## config.mk

```make
export PLATFORM = sky130hd
export DESIGN_NAME = lvd_ctrl_reg
export DESIGN_NICKNAME = d
export VERILOG_FILES = /design/src/rtl/lvd_ctrl_reg.sv
export SDC_FILE = /design/constraint.sdc
export NUM_CORES = 1
export LEC_CHECK = 0
export BUFFER_PORTS_ARGS = -buffer_cell sky130_fd_sc_hd__buf_2
export CAP_MARGIN = 15
export CORE_AREA = 8 8 45 47
export DETAILED_ROUTE_END_ITERATION = 16
export DIE_AREA = 0 0 53 55
export GPL_ROUTABILITY_DRIVEN = 1
export PLACE_DENSITY = 0.62
export SKIP_CTS_REPAIR_TIMING = 1
export SLEW_MARGIN = 20
export SYNTH_ARGS = -nofsm -noshare
export SYNTH_HDL_FRONTEND = slang
export SYNTH_SLANG_ARGS = --single-unit
```

## constraint.sdc

```tcl
create_clock -name clk -period 1.18 [get_ports clk]
set_input_delay 0.118 -clock clk [delete_from_list [all_inputs] [get_ports clk]]
set_output_delay 0.118 -clock clk [all_outputs]
set_load 0.05 [all_outputs]
```

## src/rtl/lvd_ctrl_reg.sv

```systemverilog
module lvd_ctrl_reg (
  input  logic       clk,
  input  logic       rst,
  input  logic       rst_by_det,
  input  logic       bus_we,
  input  logic [7:0] bus_wdata,
  input  logic       bus_bwe,
  input  logic [2:0] bus_bidx,
  input  logic       bus_bval,
  input  logic       cmp_raw,
  input  logic       det_en,
  input  logic [1:0] opt_mode,
  input  logic       lvl_chg,
  input  logic       stab_done,
  input  logic       det_irq_in,
  input  logic       det_rst_in,
  output logic [7:0] rd_data,
  output logic       lvl_wr_allow,
  output logic       irq_out,
  output logic       rst_out
);

  localparam logic [1:0] MODE_IRQ_RST = 2'b10;
  localparam logic [2:0] WEN_BIT      = 3'd7;

  logic wen, sync1, sync2, irq_wait, lvl_wait;
  logic wr_hit, wr_val, mode_ok, mask, flag;
  logic unused_wdata;

  assign unused_wdata = ^bus_wdata[6:0];

  assign mode_ok = (opt_mode == MODE_IRQ_RST);
  assign wr_hit  = bus_we | (bus_bwe & (bus_bidx == WEN_BIT));
  assign wr_val  = bus_we ? bus_wdata[7] : bus_bval;

  always_ff @(posedge clk) begin
    if (rst) begin
      if (!rst_by_det) wen <= 1'b0;
    end else if (wr_hit) begin
      wen <= wr_val & (wen | mode_ok);
    end
  end

  always_ff @(posedge clk) begin
    if (rst) begin
      sync1    <= 1'b0;
      sync2    <= 1'b0;
      irq_wait <= 1'b0;
      lvl_wait <= 1'b0;
    end else begin
      sync1    <= cmp_raw;
      sync2    <= sync1;
      irq_wait <= det_irq_in | (irq_wait & ~stab_done);
      lvl_wait <= lvl_chg    | (lvl_wait & ~stab_done);
    end
  end

  assign mask         = wen | irq_wait | lvl_wait;
  assign flag         = det_en & sync2;
  assign rd_data      = {wen, 5'b00000, mask, flag};
  assign lvl_wr_allow = wen;
  assign irq_out      = det_irq_in & ~mask;
  assign rst_out      = det_rst_in & ~mask;

  a_r3_plain_reset_clears: assert property (@(posedge clk)
    (rst && !rst_by_det) |=> (rd_data[7] == 1'b0));

  a_r4_set_needs_mode: assert property (@(posedge clk) disable iff (rst)
    $rose(rd_data[7]) |-> ($past(opt_mode) == MODE_IRQ_RST));

  a_r8_irq_opens_window: assert property (@(posedge clk) disable iff (rst)
    det_irq_in |=> rd_data[1]);

  a_r9_lvl_opens_window: assert property (@(posedge clk) disable iff (rst)
    lvl_chg |=> rd_data[1]);

  a_r10_mask_release: assert property (@(posedge clk) disable iff (rst)
    (stab_done && !lvl_chg && !det_irq_in && !bus_we && !bus_bwe && !rd_data[7])
      |=> !rd_data[1]);

  a_r11_outputs_quiet: assert property (@(posedge clk) disable iff (rst)
    rd_data[1] |-> (!irq_out && !rst_out));

endmodule

```

==> flow_metrics.env, run 1 <==
export IMPL_seqPwrFrac_pct=33.5
export IMPL_synth_seq_area_share_pct=37.1
export IMPL_grt_max_degree=8
export IMPL_core_um2=1380
export IMPL_ys_warn_count=0
export IMPL_path_class="reg -> out"
export IMPL_cp_buffers_inverters=1
export IMPL_hold_viol_final=0
export IMPL_crit_slowest_cell="edfxtp_1"
export IMPL_diodes=0
export IMPL_wirelength_um=694
export IMPL_dp_cells=70
export IMPL_finalClockSkew_ns=0.000200
export IMPL_nNetsFinal=84
export IMPL_grt_setup_unrepaired="true"
export IMPL_wl_met2_um=254
export IMPL_wl_met3_um=167
export IMPL_synth_cells=34
export IMPL_switching_power_mw=0.194
export IMPL_min_period_ns=1.36
export IMPL_final_area_um2=447
export IMPL_vias=262
export IMPL_htreeDepth=1
export IMPL_powerDensity_nw_per_um2=1270
export IMPL_wire_per_inst_um=9.38
export IMPL_antenna_left=0
export IMPL_yosys_register_bits=5
export IMPL_p_sw_share_pct=34.1
export IMPL_setup_viol=3
export IMPL_viasPerCell=3.54
export IMPL_post_route_util_pct=32.3
export IMPL_grt_usage_pct=4.65
export IMPL_endpoint_kind="output port"
export IMPL_synth_distinct_cells=17
export IMPL_cts_buffers=3
export IMPL_period_share_pct=115
export IMPL_place_area_um2=404
export IMPL_rows=14
export IMPL_cts_clk_slew_worst_paths_ns=0.04
export IMPL_syn_avg_cell_area_um2=8.72
export IMPL_cts_tree="built"
export IMPL_highest_layer="met3"
export IMPL_cp_arrival_ns=1.24
export IMPL_drt_met1_wl_um=272
export IMPL_die_width_um=53
export IMPL_vdd_drop_max_mv=0.859
export IMPL_maxCapViolCount=0
export IMPL_cts_buffer_depth=2
export IMPL_n_fill_cell=149
export IMPL_drt_initial_drc_count=0
export IMPL_route_detailed_drc=0
export IMPL_grt_ovfl_total=0
export IMPL_die_area_um2=2920
export IMPL_fmax_ghz=0.734
export IMPL_regArea_um2=110
export IMPL_ios=36
export IMPL_place_congestion=0.710
export IMPL_syn_area_um2=297
export IMPL_multiInputGateArea_um2=136
export IMPL_report_final_slew_viol_count=0
export IMPL_internal_power_mw=0.374
export IMPL_syn2layout_area_growth_pct=50.6
export IMPL_grt_pass1_wl_um=966
export IMPL_grt_pass1_vias=256
export IMPL_pwr_share_comb_pct=32.7
export IMPL_layout_setup_ws_ns=-0.183
export IMPL_tns_ns=-0.524
export IMPL_dpl_worst_slack_ns=-0.0240
export IMPL_slowest_delay_ns=0.38
export IMPL_outcome="complete, but fails checks"
export IMPL_cts_sinks=5
export IMPL_cp_top_family="simple AND/OR/NAND/NOR gates"
export IMPL_worstSetupStartpointType="flop"
export IMPL_p_leak_nw=0.235
export IMPL_final_instance_count_excl_fill=74
export IMPL_violations="negative setup slack"
export IMPL_p_clk_share_pct=33.8
export IMPL_die_height_um=55
export IMPL_cp_max_fo=3
export IMPL_insertion_delay_ns=0.24
export IMPL_drive_gt1_share_pct=51.7
export IMPL_crit_chain="or3_4 -> nor2_4 -> buf_8"
export IMPL_hp_class="in -> reg"
export IMPL_antenna_found_initial=0
export IMPL_power_mw=0.568
export IMPL_cts_root_buf="clkbuf_4"
export IMPL_drtPass1Iterations=1
export IMPL_port_buffers=23
export IMPL_start_util_pct=21.4
export IMPL_whs_ns=0.0943
export IMPL_critical_path_required_ns=1.06
-- layout by cell type (no fill, tap or decap), drive strengths merged, types with 2 or more instances in the layout --
cell    instances
inv             4
clkbuf          4
buf            24
a21oi           2
dfxtp           4
nor2b           2
conb            5
nand2b          2
nor2            3
-- cells by family (layout without fill, tap and decap cells) --
family / count (synthesis) / after routing / share of synthesized area [%]
flops: 5 / 5 / 37.1
other cells: 1 / 5 / 1.26
buf+inv: 12 / 32 / 25.3
compound gates: 4 / 4 / 8.44
mux: 1 / 1 / 3.38
simple gates: 11 / 11 / 24.5
-- per-layer routing --
layer | up-vias | GRT usage [%]
met4 | 0 | 0
met2 | 22 | 6.84
met1 | 96 | 4.12
li1 | 144 | -
met5 | - | 0
met3 | 0 | 6.15
-- layout make-up --
class                           count  share of cell area, %
Multi-Input combinational cell     21                   30.5
Clock buffer                        4                   5.88
Inverter                            4                   3.36
Timing Repair Buffer               24                   31.1
Sequential cell                     5                   24.6
Tap cell                           16                   4.48
-- sequential cells by signal, summed over array words and instances (netlist names) --
register and cells:
lvl_wait 1, sync2 1, lvl_wr_allow 1, irq_wait 1, sync1 1
-- power groups by stage --
stage	clock (mW)	sequential (mW)	combinational, mW
after floorplan	0	0.205	0.138
after global placement	0	0.193	0.176
after detailed placement	0	0.193	0.178
after CTS	0.201	0.190	0.178
after global routing	0.214	0.191	0.196
final	0.192	0.190	0.186
-- worst reg2reg max path: stages, from the launching register on --
cell	delay [ns]
edfxtp_1	0.38
buf_4	0.15
inv_1	0.05
a211oi_1	0.05
-- Yosys cell counts --
master / count / area share [%]
buf_4: 8 / 20
dfxtp_1: 4 / 27
inv_1: 4 / 5.1
a21oi_1: 2 / 3.4
nand2b_1: 2 / 4.2
nor2_2: 2 / 4.2
nor2b_1: 2 / 4.2
a211oi_1: 1 / 2.5
a22oi_1: 1 / 2.5
and2_1: 1 / 2.1
conb_1: 1 / 1.3
edfxtp_1: 1 / 10
mux2i_1: 1 / 3.4
nand4_1: 1 / 2.1
nor2_1: 1 / 1.3
or2b_1: 1 / 2.5
or3_4: 1 / 3.8
-- worst paths after layout --
| kind | from | end | slack [ns] | cells after the start |
|---|---|---|---|---|
| max | lvl_wr_allow$_SDFFCE_PP0P_ | irq_out | -0.18 | 3 |
| min | cmp_raw | sync1$_SDFF_PP0_ | 0.09 | 2 |
| max reg2reg | lvl_wr_allow$_SDFFCE_PP0P_ | lvl_wr_allow$_SDFFCE_PP0P_ | 0.30 | 3 |
| min reg2reg | sync1$_SDFF_PP0_ | sync2$_SDFF_PP0_ | 0.44 | 1 |
Power figures use the tool's default switching activity.
==> run 2, diff against run 1 <==
--- a/config.mk
+++ b/config.mk
@@ -7,9 +7,9 @@
 export LEC_CHECK = 0
 export BUFFER_PORTS_ARGS = -buffer_cell sky130_fd_sc_hd__buf_2
 export CAP_MARGIN = 15
-export CORE_AREA = 8 8 45 47
+export CORE_AREA = 2 2 39 41
 export DETAILED_ROUTE_END_ITERATION = 16
-export DIE_AREA = 0 0 53 55
+export DIE_AREA = 0 0 41 43
 export GPL_ROUTABILITY_DRIVEN = 1
 export PLACE_DENSITY = 0.62
 export SKIP_CTS_REPAIR_TIMING = 1
==> flow_metrics.env, run 2 (synthesized netlist as in run 1, its figures left out) <==
export IMPL_tns_ns=-0.548
export IMPL_die_width_um=41
export IMPL_final_cell_mix="21 x buf_2, 5 x conb_1, 4 x inv_1, 4 x dfxtp_1, 3 x clkbuf_4"
export IMPL_r2r_end="lvl_wr_allow$_SDFFCE_PP0P_"
export IMPL_cts_clk_slew_worst_paths_ns=0.04
export IMPL_grt_max_degree=8
export IMPL_place_area_um2=404
export IMPL_start_util_pct=21.4
export IMPL_drt_initial_drc_count=2
export IMPL_grt_ovfl_total=0
export IMPL_rows=14
export IMPL_place_congestion=0.603
export IMPL_period_share_pct=115
export IMPL_worstHoldEndpoint="sync1$_SDFF_PP0_"
export IMPL_cp_arrival_ns=1.24
export IMPL_antenna_found_initial=0
export IMPL_fmax_ghz=0.735
export IMPL_setup_viol=5
export IMPL_grt_setup_unrepaired="true"
export IMPL_antenna_left=0
export IMPL_drtPass1Iterations=2
export IMPL_outcome="complete, but fails checks"
export IMPL_cts_root_buf="clkbuf_4"
export IMPL_hold_viol_final=0
export IMPL_p_leak_nw=0.241
export IMPL_violations="negative setup slack"
export IMPL_port_buffers=23
export IMPL_post_route_util_pct=33.1
export IMPL_nNetsFinal=85
export IMPL_final_area_um2=458
export IMPL_dp_cells=70
export IMPL_layout_setup_ws_ns=-0.181
export IMPL_vdd_drop_max_mv=0.466
export IMPL_min_period_ns=1.36
export IMPL_die_area_um2=1760
export IMPL_n_fill_cell=151
export IMPL_finalClockSkew_ns=0.00370
export IMPL_core_um2=1380
export IMPL_r2r_start="lvl_wr_allow$_SDFFCE_PP0P_"
export IMPL_cts_sinks=5
export IMPL_diodes=0
export IMPL_grt_usage_pct=8.97
export IMPL_cts_buffer_depth=2
export IMPL_critical_path_required_ns=1.06
export IMPL_vias=290
export IMPL_htreeDepth=1
export IMPL_die_height_um=43
export IMPL_ff2ff_path_depth=4
export IMPL_endpoint_kind="output port"
export IMPL_cp_max_fo=3
export IMPL_insertion_delay_ns=0.24
export IMPL_wire_per_inst_um=7.68
export IMPL_hold_depth=2
export IMPL_viasPerCell=3.87
export IMPL_crit_slowest_cell="or3_4"
export IMPL_hp_class="in -> reg"
export IMPL_path_class="reg -> out"
export IMPL_wirelength_um=576
export IMPL_dpl_worst_slack_ns=-0.0204
export IMPL_whs_ns=0.0908
export IMPL_cts_buffers=3
export IMPL_r2r_slack_ns=0.19
export IMPL_drive_gt1_share_pct=52.5
export IMPL_powerDensity_nw_per_um2=1260
export IMPL_grt_pass1_vias=269
export IMPL_report_final_slew_viol_count=0
export IMPL_syn2layout_area_growth_pct=54.4
export IMPL_min_delay_start="cmp_raw"
export IMPL_final_instance_count_excl_fill=75
export IMPL_power_mw=0.577
export IMPL_crit_chain="or3_4 -> nor2_4 -> buf_8"
export IMPL_ios=36
export IMPL_route_detailed_drc=0
export IMPL_slowest_delay_ns=0.38
export IMPL_grt_pass1_wl_um=986
export IMPL_layout_commonest_cell="buf_2"
export IMPL_cts_tree="built"
export IMPL_worstSetupStartpointType="flop"
export IMPL_maxCapViolCount=0
## run 2: worst max path at each step
stage,start,to,slack (ns),cells after the start
floorplan,lvl_wr_allow$_SDFFCE_PP0P_,irq_out,-0.27,2
global placement,lvl_wr_allow$_SDFFCE_PP0P_,irq_out,-0.01,3
finish,lvl_wr_allow$_SDFFCE_PP0P_,irq_out,-0.18,3
global route,lvl_wr_allow$_SDFFCE_PP0P_,rst_out,-0.26,3
CTS,lvl_wr_allow$_SDFFCE_PP0P_,rst_out,-0.28,3
detailed placement,lvl_wr_allow$_SDFFCE_PP0P_,rst_out,-0.02,3
## run 2: area by class of cell
cell class                      instances  area [um^2]  share of cell area (%)
Multi-Input combinational cell         21          136                    29.8
Timing Repair Buffer                   25          150                    32.8
Clock buffer                            4         26.3                    5.74
Sequential cell                         5          110                    24.0
Inverter                                4         15.0                    3.28
Tap cell                               16         20.0                    4.37
## run 2: power breakdown
| group | total, mW | internal (mW) | leakage [nW] | switching [mW] |
|---|---|---|---|---|
| registers | 0.190 | 0.186 | 0.0437 | 0.00400 |
| clock network | 0.194 | 0.128 | 0.0150 | 0.0666 |
| logic | 0.192 | 0.0654 | 0.182 | 0.127 |
| total | 0.577 | 0.380 | 0.241 | 0.197 |
## run 2: layer usage
layer  vias to the layer above  global-route usage, %  part of all wire, %
li1                        146                      -                    -
met1                       120                   9.12                   41
met2                        24                   11.6                   39
met3                         0                   9.42                   20
met4                         0                   4.00                    0
met5                         -                      0                    0
## run 2: critical path: cells and delay by family, from the launching register on
| kind | cells | cell delay, ns |
|---|---|---|
| simple gates | 2 | 0.48 |
| flops | 1 | 0.37 |
| buf+inv | 1 | 0.15 |
==> run 3, diff against run 2 <==
--- a/config.mk
+++ b/config.mk
@@ -12,6 +12,7 @@
 export DIE_AREA = 0 0 41 43
 export GPL_ROUTABILITY_DRIVEN = 1
 export PLACE_DENSITY = 0.62
+export RECOVER_POWER = 25
 export SKIP_CTS_REPAIR_TIMING = 1
 export SLEW_MARGIN = 20
 export SYNTH_ARGS = -nofsm -noshare
==> flow_metrics.env, run 3 (synthesized netlist as in run 1, its figures left out) <==
export IMPL_cts_root_buf="clkbuf_4"
export IMPL_violations="negative setup slack"
export IMPL_highest_layer="met3"
export IMPL_grt_pass1_wl_um=986
export IMPL_syn2layout_area_growth_pct=54.0
export IMPL_fmax_ghz=0.735
export IMPL_diodes=0
export IMPL_drtPass1Iterations=2
export IMPL_cp_arrival_ns=1.24
export IMPL_wire_per_inst_um=7.69
export IMPL_route_detailed_drc=0
export IMPL_path_class="reg -> out"
export IMPL_htreeDepth=1
export IMPL_grt_usage_pct=8.97
export IMPL_p_clk_share_pct=33.7
export IMPL_powerDensity_nw_per_um2=1260
export IMPL_n_fill_cell=152
export IMPL_layout_commonest_cell="buf_2"
export IMPL_viasPerCell=3.87
export IMPL_period_share_pct=115
export IMPL_rows=14
export IMPL_seqPwrFrac_pct=33.0
export IMPL_vias=290
export IMPL_vdd_drop_max_mv=0.466
export IMPL_report_final_slew_viol_count=0
export IMPL_port_buffers=23
export IMPL_cts_buffers=3
export IMPL_wl_met2_um=227
export IMPL_die_height_um=43
export IMPL_endpoint_kind="output port"
export IMPL_hp_class="in -> reg"
export IMPL_place_congestion=0.603
export IMPL_maxCapViolCount=0
export IMPL_die_area_um2=1760
export IMPL_grt_setup_unrepaired="true"
export IMPL_finalClockSkew_ns=0.00369
export IMPL_wl_met3_um=114
export IMPL_layout_setup_ws_ns=-0.181
export IMPL_drt_initial_drc_count=2
export IMPL_ios=36
export IMPL_grt_max_degree=8
export IMPL_drt_met1_wl_um=236
export IMPL_wirelength_um=577
export IMPL_insertion_delay_ns=0.24
export IMPL_crit_slowest_cell="or3_4"
export IMPL_grt_ovfl_total=0
export IMPL_cts_tree="built"
export IMPL_internal_power_mw=0.379
export IMPL_die_width_um=41
export IMPL_antenna_found_initial=0
export IMPL_cts_buffer_depth=2
export IMPL_outcome="complete, but fails checks"
export IMPL_cp_max_fo=3
export IMPL_antenna_left=0
export IMPL_final_cell_mix="20 x buf_2, 5 x conb_1, 4 x inv_1, 4 x dfxtp_1, 3 x clkbuf_4"
export IMPL_whs_ns=0.0908
export IMPL_hold_viol_final=0
export IMPL_power_mw=0.576
export IMPL_cts_sinks=5
export IMPL_worstSetupStartpointType="flop"
export IMPL_min_period_ns=1.36
export IMPL_start_util_pct=21.4
export IMPL_slowest_delay_ns=0.38
export IMPL_critical_path_required_ns=1.06
export IMPL_drive_gt1_share_pct=50.8
export IMPL_cts_clk_slew_worst_paths_ns=0.04
export IMPL_grt_pass1_vias=269
export IMPL_crit_chain="or3_4 -> nor2_4 -> buf_8"
export IMPL_switching_power_mw=0.197
export IMPL_setup_viol=5
export IMPL_core_um2=1380
export IMPL_nNetsFinal=85
export IMPL_p_sw_share_pct=34.2
export IMPL_p_leak_nw=0.238
export IMPL_pwr_share_comb_pct=33.2
==> run 3: cell count changes in the layout (fill, tap and decap cells not counted), sizes merged <==
cell    previous run  this run
buf               25        24
clkbuf             4         5
==> run 3: worst paths after layout <==
check                             startpoint                    endpoint  slack (ns)  cells after the start
setup / recovery  lvl_wr_allow$_SDFFCE_PP0P_                     irq_out       -0.18                      3
setup reg to reg  lvl_wr_allow$_SDFFCE_PP0P_  lvl_wr_allow$_SDFFCE_PP0P_        0.18                      4
hold reg to reg             sync1$_SDFF_PP0_            sync2$_SDFF_PP0_        0.43                      1
hold / removal                       cmp_raw            sync1$_SDFF_PP0_        0.09                      2
==> run 3: power by group through the flow <==
| stage | combinational (mW) | sequential, mW | clock (mW) |
|---|---|---|---|
| 2_1_floorplan | 0.138 | 0.205 | 0 |
| 3_3_place_gp | 0.176 | 0.193 | 0 |
| 3_5_place_dp | 0.178 | 0.194 | 0 |
| 4_1_cts | 0.178 | 0.191 | 0.205 |
| 5_1_grt | 0.205 | 0.192 | 0.227 |
| 6_report | 0.192 | 0.190 | 0.194 |
==> run 3: routing by layer <==
metal	vias up	global-route usage [%]
met5	-	0
met4	0	4.00
met3	0	9.42
met2	24	11.6
met1	120	9.12
li1	146	-
==> run 3: worst max-delay path, delay by kind of cell, from the launching register on <==
family / cells / cell delay, ns
buf+inv: 1 / 0.15
flops: 1 / 0.37
simple gates: 2 / 0.48
==> run 3: layout make-up <==
class                   instances  area, um^2  area share [%]
clock buffers                   4        26.3            5.75
inverters                       4        15.0            3.29
multi-input cells              21         136            29.9
flip-flops and latches          5         110            24.1
well taps                      16        20.0            4.38
repair buffers                 25         149            32.6
==> run 3: per-stage QoR <==
stage,setup WS [ns],TNS (ns),instance area (um^2),cells,util [%]
2_1_floorplan,-0.269,-0.732,322,38,-
3_3_place_gp,-0.0137,-0.0261,404,70,29.2
3_5_place_dp,-0.0204,-0.0396,404,70,29.2
4_1_cts,-0.284,-0.743,430,74,31.1
5_1_grt,-0.259,-0.906,457,75,33.0
6_report,-0.181,-0.548,457,75,33.0
